### src/rtl/chop_pkg.sv
package chop_pkg;

  typedef enum logic [1:0] {
    ST_BLANK = 2'd0,
    ST_SENSE = 2'd1,
    ST_OFF   = 2'd2
  } chopState_t;

  // Strobes from control to datapath
  typedef struct packed {
    logic idle;       // disabled: clear timer, capture counts
    logic loadOff;    // start off interval
    logic loadBlank;  // start blanking interval
    logic dec;        // count down
  } timerCmd_t;

endpackage

### src/rtl/chop_sync.sv
module chop_sync #(
  parameter int STAGES = 2
) (
  input  logic clk,
  input  logic rstN,
  input  logic din,
  output logic dout
);
  logic [STAGES-1:0] stage;

  generate
    for (genvar g = 0; g < STAGES; g++) begin : gStage
      if (g == 0) begin : gFirst
        always_ff @(posedge clk or negedge rstN)
          if (!rstN) stage[g] <= 1'b0;
          else       stage[g] <= din;
      end else begin : gRest
        always_ff @(posedge clk or negedge rstN)
          if (!rstN) stage[g] <= 1'b0;
          else       stage[g] <= stage[g-1];
      end
    end
  endgenerate

  assign dout = stage[STAGES-1];
endmodule

### src/rtl/chop_datapath.sv
module chop_datapath
  import chop_pkg::*;
#(
  parameter int OFF_W   = 8,
  parameter int BLANK_W = 6
) (
  input  logic               clk,
  input  logic               rstN,
  input  timerCmd_t          cmd,
  input  logic [OFF_W-1:0]   offCount,
  input  logic [BLANK_W-1:0] blankCount,
  output logic               timerZero,
  output logic               blankZero,
  output logic [OFF_W-1:0]   offCfg
);
  localparam int CNT_W = (OFF_W > BLANK_W) ? OFF_W : BLANK_W;

  logic [OFF_W-1:0]   offReg;
  logic [BLANK_W-1:0] blankReg;
  logic [CNT_W-1:0]   timer;
  logic [OFF_W-1:0]   offLenM1;
  logic [BLANK_W-1:0] blankLenM1;

  always_ff @(posedge clk or negedge rstN) begin
    if (!rstN) begin
      offReg   <= '0;
      blankReg <= '0;
    end else if (cmd.idle) begin
      offReg   <= offCount;
      blankReg <= blankCount;
    end
  end

  assign offLenM1   = (offReg == '0) ? '0 : offReg - 1'b1;
  assign blankLenM1 = (blankReg == '0) ? '0 : blankReg - 1'b1;

  always_ff @(posedge clk or negedge rstN) begin
    if (!rstN)              timer <= '0;
    else if (cmd.idle)      timer <= '0;
    else if (cmd.loadOff)   timer <= CNT_W'(offLenM1);
    else if (cmd.loadBlank) timer <= CNT_W'(blankLenM1);
    else if (cmd.dec)       timer <= timer - 1'b1;
  end

  assign timerZero = (timer == '0);
  assign blankZero = (blankReg == '0);
  assign offCfg    = offReg;
endmodule

### src/rtl/chop_ctrl.sv
module chop_ctrl
  import chop_pkg::*;
(
  input  logic       clk,
  input  logic       rstN,
  input  logic       enable,
  input  logic       tripSync,
  input  logic       timerZero,
  input  logic       blankZero,
  output timerCmd_t  cmd,
  output chopState_t state,
  output logic       driveOn,
  output logic       chopStrobe
);
  chopState_t nextState;
  logic       nextStrobe;

  always_comb begin
    nextState  = state;
    cmd        = '0;
    nextStrobe = 1'b0;
    if (!enable) begin
      nextState = ST_BLANK;
      cmd.idle  = 1'b1;
    end else begin
      case (state)
        ST_BLANK: begin
          if (timerZero) nextState = ST_SENSE;
          else           cmd.dec   = 1'b1;
        end
        ST_SENSE: begin
          if (tripSync) begin
            nextState   = ST_OFF;
            cmd.loadOff = 1'b1;
            nextStrobe  = 1'b1;
          end
        end
        ST_OFF: begin
          if (timerZero) begin
            if (blankZero) nextState = ST_SENSE;
            else begin
              nextState     = ST_BLANK;
              cmd.loadBlank = 1'b1;
            end
          end else begin
            cmd.dec = 1'b1;
          end
        end
        default: nextState = ST_BLANK;
      endcase
    end
  end

  always_ff @(posedge clk or negedge rstN) begin
    if (!rstN) begin
      state      <= ST_BLANK;
      chopStrobe <= 1'b0;
    end else begin
      state      <= nextState;
      chopStrobe <= nextStrobe;
    end
  end

  assign driveOn = (state != ST_OFF);
endmodule

### src/rtl/chop_regulator.sv
module chop_regulator
  import chop_pkg::*;
#(
  parameter int OFF_W       = 8,
  parameter int BLANK_W     = 6,
  parameter int SYNC_STAGES = 2
) (
  input  logic               clk,
  input  logic               rstN,
  input  logic               enable,
  input  logic               tripRaw,
  input  logic [OFF_W-1:0]   offCount,
  input  logic [BLANK_W-1:0] blankCount,
  output logic               driveOn,
  output logic               chopStrobe
);
  logic             tripSync;
  logic             timerZero;
  logic             blankZero;
  logic [OFF_W-1:0] offCfg;
  timerCmd_t        cmd;
  chopState_t       ctrlState;

  chop_sync #(.STAGES(SYNC_STAGES)) u_sync (
    .clk(clk), .rstN(rstN), .din(tripRaw), .dout(tripSync)
  );

  chop_ctrl u_ctrl (
    .clk(clk), .rstN(rstN), .enable(enable), .tripSync(tripSync),
    .timerZero(timerZero), .blankZero(blankZero), .cmd(cmd),
    .state(ctrlState), .driveOn(driveOn), .chopStrobe(chopStrobe)
  );

  chop_datapath #(.OFF_W(OFF_W), .BLANK_W(BLANK_W)) u_dp (
    .clk(clk), .rstN(rstN), .cmd(cmd), .offCount(offCount),
    .blankCount(blankCount), .timerZero(timerZero),
    .blankZero(blankZero), .offCfg(offCfg)
  );
endmodule

### config.mk
export PLATFORM = sky130hd
export DESIGN_NAME = chop_regulator
export DESIGN_NICKNAME = d
export VERILOG_FILES = /design/src/rtl/chop_pkg.sv /design/src/rtl/chop_sync.sv /design/src/rtl/chop_datapath.sv /design/src/rtl/chop_ctrl.sv /design/src/rtl/chop_regulator.sv
export SDC_FILE = /design/constraint.sdc
export NUM_CORES = 1
export LEC_CHECK = 0
export ABC_AREA = 1
export BUFFER_PORTS_ARGS = -buffer_cell sky130_fd_sc_hd__buf_2
export CAP_MARGIN = 10
export CORE_UTILIZATION = 25
export CTS_CLUSTER_SIZE = 20
export DETAILED_ROUTE_END_ITERATION = 16
export PLACE_DENSITY_LB_ADDON = 0.08
export SKIP_LAST_GASP = 1
export SYNTH_ARGS = -nofsm -noshare
export SYNTH_HDL_FRONTEND = slang
export SYNTH_SLANG_ARGS = --single-unit
export TNS_END_PERCENT = 5
### constraint.sdc
create_clock -name clk -period 2.8 [get_ports clk]
set_clock_uncertainty 0.15 [all_clocks]
set_input_delay 0.14 -clock clk [delete_from_list [all_inputs] [get_ports clk]]
set_output_delay 0.14 -clock clk [all_outputs]
set_load 0.02 [all_outputs]
==> metrics.md <==
| Metric | Value |
|---|---|
| Status | finished clean |
| Sequential Area | 676 µm² |
| Area of the multi-input gates | around 940 µm² |
| Yosys Warn Count | 0 |
| PortBufs | 19 |
| Syn_area_per_cell | 7.04 µm² |
| Static leakage | 1.08 nW |
| Total Nets Final | 308 |
| Fin. max-slew vios | 0 |
| DR pass1 iterations | 4 |
| # fillers | just over 700 |
| Cell taking the most area after synthesis | dfrtp_1 |
| Hold path startpoint | enable |
| Initial Util | 0.265 |
| Hold WS | around 0.13 ns |
| Peak Freq | 0.527 GHz |
| Period utilization | 0.677 |
| H-tree level count | 1 |
| Synth Register Bits | 27 |
| Share of cells above drive strength 1 | 0.124 |
| Cell area after synthesis | approximately 1700 µm² |
| Die Y | approximately 85 µm |
| Clock Path Buffers | 2 |
| Net switching power | 0.659 mW |
| Core Footprint | around 6500 µm² |
| Hold Path Class | in2reg |
| Pre-CTS setup slack | ~0.9 ns |
| Worst EP arrival | approximately 1.9 ns |
| Sink Count | 27 |
| Area after DPL | between 1500 and 2000 µm² |
| Total track usage | 0.129 |
| Final setup fails | 0 |
| Largest cells by area after synthesis | dfrtp_1 (39%), nand2_1 (18%), nor2_1 (6.3%) |
| PD cells | 706 nW/µm² |
| Initial antenna violation count | 0 |
| Sequential share of power | 0.363 |
| GP Congestion | between 0.7 and 0.8 |
| Sw Share | 0.440 |
| Kind of end point of the critical path | flip-flop |
| Final instance area | 2120 µm² |
| Boundary Pins | 20 |
| Comb power frac | 0.479 |
| R2R Path Start | u_dp.timer[0] |
| P_int | approximately 0.84 mW |
| TritonCTS clock tree | built |
| Avg WL per Cell | about 12 µm |
| Register area share after synthesis | 0.390 |
| Clk_lat worst skew | approximately 0.28 ns |
| Setup TNS Final | 0 ns |
| FP Rows | 29 |
| Max-cap violations | 0 |
| HPWL Detailed | around 3200 µm |
| Detail Route Antenna Nets | 0 |
| Worst Setup SP | u_dp.timer[0] |
| Fin. Hold Viols | 0 |
| Top cell type's share of synthesized area | 0.390 |
| Worst reg-to-reg setup slack | approximately 0.90 ns |
| Syn Nets | 270 |
| Drt drc | 0 |
| Num CTS Buffers | 3 |
| Die X | about 85 µm |
| Actual slew at the worst max-slew pin | around 0.64 ns |
| Vias | roughly 1,600 |
| # diodes | 0 |
| Vias in the first global route | ~1,500 |
| Crit start category | flip-flop |
| Post-synth EDFFs | 0 |
| Worst vdd ir | between 200 and 250 µV |
| Tmin final | around 1.9 ns |
| Gate Count Post-Synth | 246 |
| Worst setup margin | about 0.90 ns |
| Area Overhead vs Synth | 22.6% |
| Rel. slew slack | 0.576 |
| Root buffer cell | clkbuf_8 |
| Remaining global-route overflow | 0 |
| FFs w/ async S/R, synth | 1.00 |
| Distinct cells, synth | 25 |
| Critical path type | reg2reg |
| Critical path fanouts, max | 8 |
| Initial drt markers | 63 |
| Final WL | approximately 4200 µm |
| Main synth FF type | dfrtp_1 |
| Largest net degree at the start of global routing | 28 |
| CP required | between 2 and 3 ns |
| Drt via density | 4.38 |
| RSZ-0062 raised after global routing | no |
| Clock power share | 0.158 |
| Clock-pin slew on the worst setup and hold paths | about 0.10 ns |
| Die Area | between 7000 and 8000 µm² |
| First-pass GRT wire length | 7410 µm |
==> worst max-delay path, cell delays in order, from the launching register on <==
cell	delay (ns)
dfrtp_1	0.39
inv_1	0.16
ha_1	0.17
nand2_1	0.12
nor2_8	0.21
nand3_1	0.24
nand2_1	0.14
o21ai_0	0.08
nand2_1	0.06
o21ai_0	0.07
==> cells in the final DEF, fill, tap and decap left out <==
cell type	netlist	layout
a21oi_1	2	2
buf_2	1	19
buf_4	0	1
clkbuf_1	1	1
clkbuf_8	0	3
dfrtp_1	27	27
dlygate4sd3_1	0	16
ha_1	6	6
inv_1	28	28
inv_2	1	1
nand2_1	82	82
nand2_2	3	3
nand2_4	1	1
nand3_1	19	19
nand3_2	1	1
nand3b_1	1	1
nand4_1	7	7
nor2_1	29	29
nor2_2	1	1
nor2_4	3	3
nor2_8	1	1
o21ai_0	19	19
o21ai_1	3	3
o21ai_2	1	1
o21bai_1	1	1
xnor2_1	5	5
xor2_1	2	2
==> Yosys cell counts, types with 2 or more instances <==
cell type	number
nand2_2	3
a21oi_1	2
dfrtp_1	27
o21ai_0	19
nand4_1	7
nand3_1	19
nand2_1	82
nor2_1	29
ha_1	6
o21ai_1	3
nor2_4	3
inv_1	28
xnor2_1	5
xor2_1	2
==> layer usage <==
layer	GRT usage	vias up	part of all wire
met5	0	-	0
met1	0.185	702	0.54
li1	-	850	-
met2	0.205	22	0.43
met4	0.0318	0	0.0090
met3	0.0156	4	0.018
==> registers in the layout, summed over array words and instances, names as in the netlist <==
| register | cells |
|---|---|
| u_dp.offCfg | 8 |
| u_dp.timer | 8 |
| u_dp.blankReg | 6 |
| u_ctrl.state | 2 |
| u_ctrl.chopStrobe | 1 |
| u_sync.dout | 1 |
| u_sync.stage | 1 |
==> per-stage QoR <==
| stage | instances | utilization | total power [mW] |
|---|---|---|---|
| 6_report | 360 | 0.325 | 1.50 |
| 5_1_grt | 360 | 0.325 | 1.65 |
| 4_1_cts | 360 | 0.325 | 1.52 |
| 3_5_place_dp | 340 | 0.294 | 1.26 |
| 3_3_place_gp | 340 | 0.294 | 1.28 |
| 2_1_floorplan | 246 | - | 1.09 |
==> power groups by stage <==
stage	Sequential (mW)	Combinational, mW	Clock, mW
floorplan	0.536	0.556	0
global placement	0.557	0.721	0
detailed placement	0.552	0.705	0
CTS	0.544	0.727	0.245
global route	0.557	0.833	0.257
finish	0.545	0.718	0.236
==> kinds of logic after synthesis <==
kind of cell,share of synthesized area
and+or+nand+nor,0.383
buffers and inverters,0.0700
DFF,0.390
AOI/OAI and AO/OA,0.0787
xor gates and xnor gates,0.0354
adders and majority gates,0.0433
==> area by class of cell <==
cell class,count,area share
repair buffers,36,0.124
flip-flops and latches,27,0.318
inverters,29,0.0512
clock buffers,4,0.0212
well taps,77,0.0453
multi-input cells,187,0.441
==> path summary, 6_finish.rpt <==
kind                                    endpoint  depth (start not counted)
max in group asynchronous         u_dp.offCfg[1]                          2
min in group asynchronous        u_ctrl.state[0]                          2
worst max-delay path               u_dp.timer[6]                          9
worst max register to register     u_dp.timer[6]                          9
worst min-delay path            u_dp.blankReg[3]                          4
worst min register to register       u_sync.dout                          0
==> repair_timing <==
action	4_1_cts	5_1_grt
buffers inserted	0	0
hold buffers	16	0
hold endpoints to repair	42	0
gates resized for setup	0	0
Note: power is estimated with default switching activity, not from simulation.
